### config.mk
export PLATFORM = sky130hd
export DESIGN_NAME = prom_prog_seq
export DESIGN_NICKNAME = d
export VERILOG_FILES = /design/src/rtl/prom_seq_pkg.sv /design/src/rtl/prom_seq_timer.sv /design/src/rtl/prom_seq_addr.sv /design/src/rtl/prom_prog_seq.sv
export SDC_FILE = /design/constraint.sdc
export NUM_CORES = 1
export LEC_CHECK = 0
export BUFFER_PORTS_ARGS = -buffer_cell sky130_fd_sc_hd__buf_2
export CAP_MARGIN = 0
export CORE_AREA = 2 2 97 145
export CTS_CLUSTER_SIZE = 40
export DETAILED_ROUTE_END_ITERATION = 8
export DIE_AREA = 0 0 99 147
export HOLD_SLACK_MARGIN = 0.03
export PLACE_DENSITY = 0.66
export SYNTH_ARGS = -nofsm -noshare
export SYNTH_HDL_FRONTEND = slang
export SYNTH_SLANG_ARGS = --single-unit
### constraint.sdc
create_clock -name clk_i -period 4.6 [get_ports clk_i]
set_clock_uncertainty 0.05 [all_clocks]
set_input_delay 0.23 -clock clk_i [delete_from_list [all_inputs] [get_ports clk_i]]
set_output_delay 0.23 -clock clk_i [all_outputs]
set_load 0.02 [all_outputs]
### src/rtl/prom_seq_pkg.sv
package prom_seq_pkg;
  typedef enum logic [3:0] {
    S_IDLE, S_FETCH, S_SETUP, S_PULSE, S_VERIFY,
    S_FV_FETCH, S_FV_READ, S_DONE, S_FAIL
  } seq_state_e;
endpackage

### src/rtl/prom_seq_timer.sv
module prom_seq_timer #(
  parameter int TW = 8
) (
  input  logic          clk_i,
  input  logic          rst_ni,
  input  logic          load_i,
  input  logic [TW-1:0] len_i,
  output logic          expired_o
);
  logic [TW-1:0] cnt_q;

  // length N: expired in the Nth cycle after load
  always_ff @(posedge clk_i or negedge rst_ni) begin
    if (!rst_ni)              cnt_q <= '0;
    else if (load_i)          cnt_q <= len_i - TW'(1);
    else if (cnt_q != '0)     cnt_q <= cnt_q - TW'(1);
  end

  assign expired_o = (cnt_q == '0);
endmodule

### src/rtl/prom_seq_addr.sv
module prom_seq_addr #(
  parameter int              AW    = 17,
  parameter logic [AW-1:0]   FIRST = '0,
  parameter logic [AW-1:0]   LAST  = '1
) (
  input  logic          clk_i,
  input  logic          rst_ni,
  input  logic          load_i,
  input  logic          inc_i,
  output logic [AW-1:0] addr_o,
  output logic          last_o
);
  always_ff @(posedge clk_i or negedge rst_ni) begin
    if (!rst_ni)      addr_o <= FIRST;
    else if (load_i)  addr_o <= FIRST;
    else if (inc_i)   addr_o <= addr_o + AW'(1);
  end

  assign last_o = (addr_o == LAST);
endmodule

### src/rtl/prom_prog_seq.sv
module prom_prog_seq
  import prom_seq_pkg::*;
#(
  parameter int                ADDR_W     = 17,
  parameter logic [ADDR_W-1:0] FIRST_ADDR = 17'h01000,
  parameter logic [ADDR_W-1:0] LAST_ADDR  = 17'h1FFFF,
  parameter int                CLK_KHZ    = 25000,
  parameter int                PULSE_US   = 200,
  parameter int                SETUP_US   = 2,
  parameter int                MAX_PULSES = 25
) (
  input  logic              clk_i,
  input  logic              rst_ni,
  input  logic              start_i,
  output logic              src_ready_o,
  input  logic              src_valid_i,
  input  logic [7:0]        src_data_i,
  output logic [ADDR_W-1:0] prom_addr_o,
  output logic [7:0]        prom_dout_o,
  output logic              prom_dout_en_o,
  input  logic [7:0]        prom_din_i,
  output logic              prom_ce_n_o,
  output logic              prom_oe_n_o,
  output logic              prom_pgm_n_o,
  output logic              vcc_hi_o,
  output logic              vpp_hi_o,
  output logic              done_o,
  output logic              fail_o,
  output logic [ADDR_W-1:0] fail_addr_o
);
  localparam int PULSE_CYC = CLK_KHZ * PULSE_US / 1000;
  localparam int SETUP_RAW = CLK_KHZ * SETUP_US / 1000;
  localparam int SETUP_CYC = (SETUP_RAW < 1) ? 1 : SETUP_RAW;
  localparam int XW        = $clog2(MAX_PULSES + 1);
  localparam int TW        = $clog2(PULSE_CYC * MAX_PULSES + 1);

  seq_state_e        st_q, st_d;
  logic [7:0]        data_q;
  logic [XW-1:0]     x_q;
  logic              over_q;
  logic [ADDR_W-1:0] fail_addr_q;

  logic          tmr_exp, tmr_load, is_last, match, take;
  logic          addr_load, addr_inc;
  logic [TW-1:0] tmr_len, pulse_len;

  assign match = (prom_din_i == data_q);
  assign take  = src_valid_i && src_ready_o;

  prom_seq_timer #(.TW(TW)) u_timer (
    .clk_i, .rst_ni, .load_i(tmr_load), .len_i(tmr_len), .expired_o(tmr_exp)
  );

  prom_seq_addr #(.AW(ADDR_W), .FIRST(FIRST_ADDR), .LAST(LAST_ADDR)) u_addr (
    .clk_i, .rst_ni, .load_i(addr_load), .inc_i(addr_inc),
    .addr_o(prom_addr_o), .last_o(is_last)
  );

  always_comb begin
    st_d      = st_q;
    addr_load = 1'b0;
    addr_inc  = 1'b0;
    unique case (st_q)
      S_IDLE, S_DONE, S_FAIL: if (start_i) begin
        st_d = S_FETCH; addr_load = 1'b1;
      end
      S_FETCH:  if (take) st_d = S_SETUP;
      S_SETUP:  if (tmr_exp) st_d = S_PULSE;
      S_PULSE:  if (tmr_exp) st_d = S_VERIFY;
      S_VERIFY: if (tmr_exp) begin
        if (match) begin
          if (!over_q)      st_d = S_SETUP;
          else if (is_last) begin st_d = S_FV_FETCH; addr_load = 1'b1; end
          else              begin st_d = S_FETCH;    addr_inc  = 1'b1; end
        end else if (over_q || x_q == XW'(MAX_PULSES)) begin
          st_d = S_FAIL;
        end else begin
          st_d = S_SETUP;
        end
      end
      S_FV_FETCH: if (take) st_d = S_FV_READ;
      S_FV_READ:  if (tmr_exp) begin
        if (!match)       st_d = S_FAIL;
        else if (is_last) st_d = S_DONE;
        else begin st_d = S_FV_FETCH; addr_inc = 1'b1; end
      end
      default: st_d = S_IDLE;
    endcase
  end

  // overprogram strobe scales with the pulses the byte needed
  assign pulse_len = over_q ? TW'(PULSE_CYC) * TW'(x_q) : TW'(PULSE_CYC);
  assign tmr_load  = (st_d != st_q);
  always_comb begin
    unique case (st_d)
      S_PULSE:                     tmr_len = pulse_len;
      S_SETUP, S_VERIFY, S_FV_READ: tmr_len = TW'(SETUP_CYC);
      default:                     tmr_len = TW'(1);
    endcase
  end

  always_ff @(posedge clk_i or negedge rst_ni) begin
    if (!rst_ni) begin
      st_q        <= S_IDLE;
      data_q      <= '0;
      x_q         <= '0;
      over_q      <= 1'b0;
      fail_addr_q <= '0;
    end else begin
      st_q <= st_d;
      if (take) data_q <= src_data_i;
      if (st_q == S_FETCH && take) begin
        x_q    <= '0;
        over_q <= 1'b0;
      end
      if (st_q == S_PULSE && tmr_exp && !over_q) x_q <= x_q + XW'(1);
      if (st_q == S_VERIFY && tmr_exp && match && !over_q) over_q <= 1'b1;
      if (st_d == S_FAIL && st_q != S_FAIL) fail_addr_q <= prom_addr_o;
    end
  end

  assign src_ready_o    = (st_q == S_FETCH) || (st_q == S_FV_FETCH);
  assign prom_dout_o    = data_q;
  assign prom_dout_en_o = (st_q == S_SETUP) || (st_q == S_PULSE);
  assign prom_pgm_n_o   = (st_q != S_PULSE);
  assign prom_oe_n_o    = !((st_q == S_VERIFY) || (st_q == S_FV_READ));
  assign prom_ce_n_o    = !((st_q == S_SETUP) || (st_q == S_PULSE) ||
                            (st_q == S_VERIFY) || (st_q == S_FV_READ));
  assign vcc_hi_o       = (st_q == S_FETCH) || (st_q == S_SETUP) ||
                          (st_q == S_PULSE) || (st_q == S_VERIFY);
  assign vpp_hi_o       = vcc_hi_o;
  assign done_o         = (st_q == S_DONE) || (st_q == S_FAIL);
  assign fail_o         = (st_q == S_FAIL);
  assign fail_addr_o    = fail_addr_q;
endmodule

==> run_results.csv, run 1 <==
group,metric,value,unit
clock_tree,cts.htree.levels,3,
drt,final_antenna_net_count,0,
sta,relSlewSlack,0.1676,
sta,worstMarginPinSlew,1239,ps
worst_setup_path,critPathArrivalTime,4460,ps
power_and_ir_drop,max-vdd-ir-drop,0.3153,mV
placement,portBuffers,70,
synth,synth_seq_area_share,0.3778,
global_route,grt_util_all_layers,0.1663,
cells_and_area,layout_commonest_cell,"buf_2",
worst_setup_path,cp.required,4770,ps
synth,syn_area,4573,sq um
worst_setup_path,cpLargestDelayFamily,"simple AND/OR/NAND/NOR gates",
synth,yosysWarnings,0,
sta,tns,0,ps
clock_tree,clk_latency,340,ps
global_route,grt_pass1_wl,19720,um
run_status,outcome,"finished, final reports clean",
sta,clock.fmax,0.2332,GHz
drt,dr.first_iter.drc_count,199,
worst_setup_path,path_common_cell,"nor3_1",
sta,finalMaxSlewViolations,0,
placement,preCtsSetupSlack,340.6,ps
synth,syn-num-nets,542,
worst_setup_path,end_kind,"register",
synth,avgSynthCellArea,9.333,sq um
drt,wl,11660,um
global_route,grt_pass1_vias,4164,
synth,yosysTopAreaCellShare,0.3721,
cells_and_area,syn_to_final_growth,19.78,%
sta,layout_setup_ws,311.8,ps
min_path,hp-start,"src_data_i[3]",
drt,drtPass1Iterations,4,
worst_setup_path,slowest_stage,"or4_1",
die,start_util,0.3429,
worst_setup_path,crit_path_max_fanout,8,
clock_tree,cts_inserted_buffers,9,
global_route,antenna_found_initial,0,
worst_setup_path,r2r_slack,310,ps
placement,dp_hpwl,9030,um
global_route,grt_max_degree,56,
synth,ys.flop_type,"dfrtp_1",
synth,synth-seq-cells,69,
job,maxCapViolCount,0,
sta,rsz0062_at_grt,"no",
global_route,overflow,0,
worst_setup_path,cp_cell_sequence,"or4_1 > or3_4 > o21bai_1 > and2_1 > nand4_2 > a21oi_2 > nor3_1 > a21oi_1 > ha_1 > nand3b_1 > nor4b_2 > o21ai_1 > nor3_1 > mux2_2",
die,die_w,99,um
drt,routed_via_density,5.353,
power_and_ir_drop,power.total,3.163,mW
synth,synth-edff-count,0,
cells_and_area,final_cells,736,
power_and_ir_drop,p_leak,2.731,nW
die,die_area,14550,sq um
clock_tree,clkSinkCount,69,
clock_tree,clkTransAtPathRegs,60,ps
die,fp.dieH,147,um
die,rows,52,
clock_tree,cts_root_buffer,"clkbuf_16",
synth,synth.area.top_cells,"dfrtp_1 37%, ha_1 7.7%, mux2_2 6.4%, xor2_1 4.8%, nor2_1 4.4%",
worst_setup_path,slowest_delay,530,ps
drt,drc_errors,0,
clock_tree,cts_tree,"done",
cells_and_area,layout.nets,621,
die,coreArea,13340,sq um
sta,min_period_over_period,0.9322,
worst_setup_path,r2r_start,"u_timer.cnt_q[6]",
clock_tree,cts_buffer_depth,2,
cells_and_area,final_cell_mix,"70 x buf_2, 68 x dfrtp_1, 54 x nor2_1",
clock_tree,cts_setup_buffers,0,
sta,setup_viol,0,
synth,synthArstFlopShare,1.000,
worst_setup_path,setup.worst_path.start,"u_timer.cnt_q[6]",
drt,num_vias,3940,
worst_setup_path,path_buf_inv,0,
worst_setup_path,path_class,"register to register",
min_path,hold_path_class,"primary input to register",
placement,place_congestion,0.9291,
placement,placed_cells,719,
sta,final_hold_viol_count,0,
worst_setup_path,crit_path_start_kind,"register",
synth,synthCells,490,
sta,post-route-min-period,4288,ps
synth,synth_top_cell_by_area,"dfrtp_1",
synth,ys_types,62,
drt,wl_per_cell,15.84,um
die,ios,71,
power_and_ir_drop,pwr_density_cell,577.4,nW/um^2
cells_and_area,drive_gt1_frac,0.2491,
cells_and_area,antennaDiodeCount,0,
## stage by stage
stage / cell area (sq um) / utilization / hold WS (ps)
floorplan: 4573 / - / -115.6
global placement: 5155 / 0.3865 / 89.82
detailed placement: 5155 / 0.3865 / 103.3
CTS: 5472 / 0.4102 / 64.04
global route: 5478 / 0.4107 / 62.34
finish: 5478 / 0.4107 / 72.06
## cell usage after synthesis (4+ instances only)
| library cell | count |
|---|---|
| nand3_1 | 15 |
| o21ai_0 | 22 |
| a21oi_1 | 25 |
| nand4_1 | 7 |
| xor2_1 | 25 |
| nand3b_1 | 4 |
| nor4_1 | 8 |
| ha_1 | 28 |
| nand2_1 | 40 |
| dfrtp_1 | 68 |
| o31ai_1 | 4 |
| or3_1 | 5 |
| clkbuf_1 | 10 |
| nand2b_1 | 5 |
| mux2_2 | 26 |
| nor2_1 | 54 |
| o21a_1 | 4 |
| inv_1 | 25 |
| o21bai_1 | 6 |
| nor3_1 | 14 |
| fa_1 | 4 |
| and2_1 | 4 |
| xnor2_1 | 17 |
| mux2i_1 | 11 |
## flip-flops by register name, indices dropped and copies added, names as in the netlist
signal,count
x_q,5
over_q,1
fail_addr_o,17
st_q,4
u_addr.addr_o,17
u_timer.cnt_q,17
prom_dout_o,8
## cell type report
| class | count | area [sq um] |
|---|---|---|
| clock inverters | 7 | 81.33 |
| multi-input cells | 379 | 2681 |
| fillers | 1305 | 7860 |
| flip-flops and latches | 69 | 1728 |
| inverters | 25 | 93.84 |
| clock buffers | 9 | 225.2 |
| repair buffers | 85 | 465.4 |
| well taps | 162 | 202.7 |
## report_power, final
group	internal, mW	switching, mW	total [mW]	leakage, nW
sequential	0.728	0.135	0.863	0.924
combinational	0.643	0.946	1.59	1.66
clock	0.428	0.283	0.711	0.152
total	1.80	1.36	3.16	2.73
## timing repair
item,CTS,global route
hold buffers,1,0
endpoints found under the hold margin,14,0
gates resized for setup,0,1
setup endpoints to repair,0,1
## cells by family after synthesis
family	count (synthesis)	synth area share
xor gates and xnor gates	42	0.08044
DFF	69	0.3778
AOI/OAI and AO/OA	88	0.1204
adders and majority gates	32	0.09412
muxes	37	0.08810
buffers and inverters	42	0.03858
and+or+nand+nor	180	0.2005
## path summary, 6_finish.rpt
kind,end,cells after the start
min in group asynchronous,u_addr.addr_o[2],2
min reg2reg,fail_addr_o[15],2
max in group asynchronous,u_timer.cnt_q[7],3
max,u_timer.cnt_q[16],14
max reg2reg,u_timer.cnt_q[16],14
min,prom_dout_o[3],2
## per-layer routing
layer,wire (um),track usage,part of all wire,vias to the layer above
met4,413,0.08082,0.035,0
li1,-,-,-,1895
met3,467,0.03140,0.040,31
met1,4354,0.1759,0.37,1894
met5,0,0,0,-
met2,6420,0.3098,0.55,120
(Power assumes the default switching activity.)
==> run 2: changes to the inputs <==
--- a/config.mk
+++ b/config.mk
@@ -5,14 +5,15 @@
 export SDC_FILE = /design/constraint.sdc
 export NUM_CORES = 1
 export LEC_CHECK = 0
+export ABC_AREA = 1
 export BUFFER_PORTS_ARGS = -buffer_cell sky130_fd_sc_hd__buf_2
 export CAP_MARGIN = 0
-export CORE_AREA = 2 2 97 145
+export CORE_AREA = 2 2 101 152
 export CTS_CLUSTER_SIZE = 40
 export DETAILED_ROUTE_END_ITERATION = 8
-export DIE_AREA = 0 0 99 147
+export DIE_AREA = 0 0 103 154
 export HOLD_SLACK_MARGIN = 0.03
-export PLACE_DENSITY = 0.66
+export PLACE_DENSITY = 0.65
 export SYNTH_ARGS = -nofsm -noshare
 export SYNTH_HDL_FRONTEND = slang
 export SYNTH_SLANG_ARGS = --single-unit
==> run 2 against run 1 <==
Combinational power up 58%. Total power up 27%. Cell count up 31%. Synthesized area up 9.7%. Sequential share of layout area down 2.0 points. Synthesized cell count up 40%. Clock power down 6.3%. First-iteration DRC count up 7.0%. Worst hold slack better by 11 ps. Via count up 15%. Critical path depth up 9. Critical path type unchanged. Largest cell class unchanged. Largest power group unchanged. Highest routed layer unchanged.
==> run_results.csv, run 2 <==
group,metric,value,unit
cells_and_area,layout_commonest_cell,"nand2_1",
die,coreArea,14460,sq um
run_status,outcome,"finished, final reports clean",
cells_and_area,multi_input_area,2775,sq um
worst_setup_path,path_class,"register to register",
synth,synth_top_family_by_area,"simple AND/OR/NAND/NOR gates",
synth,yosysWarnings,0,
cells_and_area,syn_to_final_growth,16.41,%
power_and_ir_drop,comb_power_share,0.624,
synth,yosysMostFrequentCell,"nand2_1",
power_and_ir_drop,power_frac_seq,0.210,
global_route,grt_pass1_vias,4341,
placement,preCtsSetupSlack,816.0,ps
clock_tree,clkSinkCount,69,
worst_setup_path,crit_path_start_kind,"register",
clock_tree,cts_tree,"done",
clock_tree,cts.htree.levels,3,
cells_and_area,stdcell_area,5841,sq um
sta,finalMaxSlewViolations,0,
synth,synth.area.mux_share,0.03392,
synth,synthCells,688,
power_and_ir_drop,sw_frac_of_total,0.5271,
clock_tree,cts_setup_buffers,0,
sta,worstMarginPinSlew,938.7,ps
cells_and_area,layout.nets,812,
drt,drtPass1Iterations,5,
synth,synth.area.top_cells,"dfrtp_1 34%, nand2_1 13%, inv_1 7.6%, ha_1 7.0%, nor2_1 6.2%",
synth,synth-edff-count,0,
power_and_ir_drop,clkPwrFrac,0.166,
placement,dp_hpwl,9527,um
drt,routed_via_density,4.723,
sta,tns,0,ps
sta,post-route-min-period,3784,ps
drt,wl,12250,um
sta,holdWs,83.04,ps
clock_tree,cts_root_buffer,"clkbuf_16",
global_route,antenna_found_initial,0,
drt,wl_per_cell,12.75,um
synth,synth_seq_area_share,0.3444,
synth,synth_compound_area_frac,0.08005,
die,die_w,103,um
min_path,hold_path_class,"primary input to register",
clock_tree,cts_inserted_buffers,9,
global_route,grt_max_degree,70,
worst_setup_path,cp.required,4780,ps
sta,setup_viol,0,
clock_tree,clk_latency,340,ps
synth,synth_xor_area_frac,0.02095,
global_route,grt_pass1_wl,20550,um
clock_tree,clkTransAtPathRegs,60,ps
worst_setup_path,r2r_cells,23,
worst_setup_path,setup.worst_path.start,"x_q[2]",
drt,dr.first_iter.drc_count,213,
die,rows,54,
sta,relSlewSlack,0.3742,
placement,place_area,5549,sq um
cells_and_area,regArea,1728,sq um
worst_setup_path,crit_path_max_fanout,7,
synth,ys_top_cells_by_count,"179 x nand2_1, 102 x inv_1, 83 x nor2_1",
cells_and_area,antennaDiodeCount,0,
power_and_ir_drop,p_leak,3.489,nW
die,die_area,15860,sq um
synth,avgSynthCellArea,7.293,sq um
cells_and_area,num-fill-cells,1535,
drt,final_antenna_net_count,0,
worst_setup_path,r2r_start,"x_q[2]",
worst_setup_path,critPathArrivalTime,3960,ps
synth,yosys.area_share.adder,0.08579,
sta,final_hold_viol_count,0,
synth,ys.flop_type,"dfrtp_1",
power_and_ir_drop,pwr_density_cell,687.9,nW/um^2
synth,yosysTopAreaCellShare,0.3392,
synth,synthArstFlopShare,1.000,
cells_and_area,drive_gt1_frac,0.1974,
sta,layout_setup_ws,816.4,ps
min_path,hp-start,"src_data_i[3]",
drt,num_vias,4539,
power_and_ir_drop,intPower,1.900,mW
placement,portBuffers,70,
worst_setup_path,end_kind,"register",
sta,rsz0062_at_grt,"no",
synth,synth_simple_gate_area_frac,0.3312,
power_and_ir_drop,p_sw,2.118,mW
power_and_ir_drop,max-vdd-ir-drop,0.2821,mV
die,fp.dieH,154,um
sta,clock.fmax,0.2643,GHz
synth,synth-seq-cells,69,
global_route,overflow,0,
placement,place_congestion,0.8952,
min_path,whs_path_depth,3,
synth,syn_area,5017,sq um
drt,drc_errors,0,
die,ios,71,
power_and_ir_drop,power.total,4.018,mW
synth,synth_top_cell_by_area,"dfrtp_1",
sta,min_period_over_period,0.8225,
global_route,grt_util_all_layers,0.1635,
job,maxCapViolCount,0,
clock_tree,cts_buffer_depth,2,
die,start_util,0.3470,
cells_and_area,final_cell_mix,"179 x nand2_1, 102 x inv_1, 83 x nor2_1",
synth,ys_types,47,
synth,syn-num-nets,740,
## run 2: logic make-up after synthesis
| logic type | after synthesis |
|---|---|
| and+or+nand+nor | 361 |
| buffers and inverters | 127 |
| AOI/OAI and AO/OA | 70 |
| DFF | 69 |
| adders and majority gates | 32 |
| muxes | 17 |
| xor gates and xnor gates | 12 |
## run 2: repair_timing
| item | CTS | global route |
|---|---|---|
| hold endpoints to repair | 27 | 0 |
| hold buffers | 1 | 0 |
| resized for setup | 0 | 0 |
## run 2: layout make-up
class | count | share of cell area
Clock buffer | 9 | 0.03856
Clock inverter | 7 | 0.009640
Inverter | 115 | 0.07412
Multi-Input combinational cell | 492 | 0.4751
Sequential cell | 69 | 0.2958
Tap cell | 196 | 0.04199
Timing Repair Buffer | 73 | 0.06470
## run 2: worst max-delay path, stage by stage (launching register included)
cell	delay (ps)
dfrtp_1	530
inv_1	150
ha_1	310
inv_1	40
ha_1	260
ha_1	290
ha_1	360
a21oi_1	210
nand2_1	90
nand2_1	90
nand2_1	60
nand2_1	50
nand2_1	60
or2_2	270
nand3_1	70
nor2_1	80
nand2_1	90
nand2_1	70
nor2_1	130
nand2_1	70
nor2_1	150
nand3_1	90
nand2_1	80
nor2_1	40
## run 2: power by group through the flow
stage | Clock, mW | Sequential (mW) | Combinational, mW
6_report | 0.666 | 0.844 | 2.51
5_1_grt | 0.705 | 0.861 | 2.82
4_1_cts | 0.678 | 0.845 | 2.52
3_5_place_dp | 0 | 0.856 | 2.51
3_3_place_gp | 0 | 0.856 | 2.48
2_1_floorplan | 0 | 0.871 | 2.06
## run 2: per-stage QoR
step	cells	util
floorplan	688	-
global placement	944	0.3838
detailed placement	944	0.3838
CTS	961	0.4039
global route	961	0.4039
finish	961	0.4039
## run 2: layer usage
layer	global-route usage	wire length (um)
met1	0.1795	4868
met2	0.3040	6722
met3	0.02864	342
met4	0.06015	318
met5	0	0
## run 2: path summary, 6_finish.rpt
check                               endpoint  slack [ps]
setup / recovery           u_timer.cnt_q[15]         820
hold / removal                prom_dout_o[3]          80
min in group asynchronous  u_timer.cnt_q[13]         500
hold reg to reg              fail_addr_o[14]         430
setup reg to reg           u_timer.cnt_q[15]         820
max in group asynchronous     prom_dout_o[0]        3370
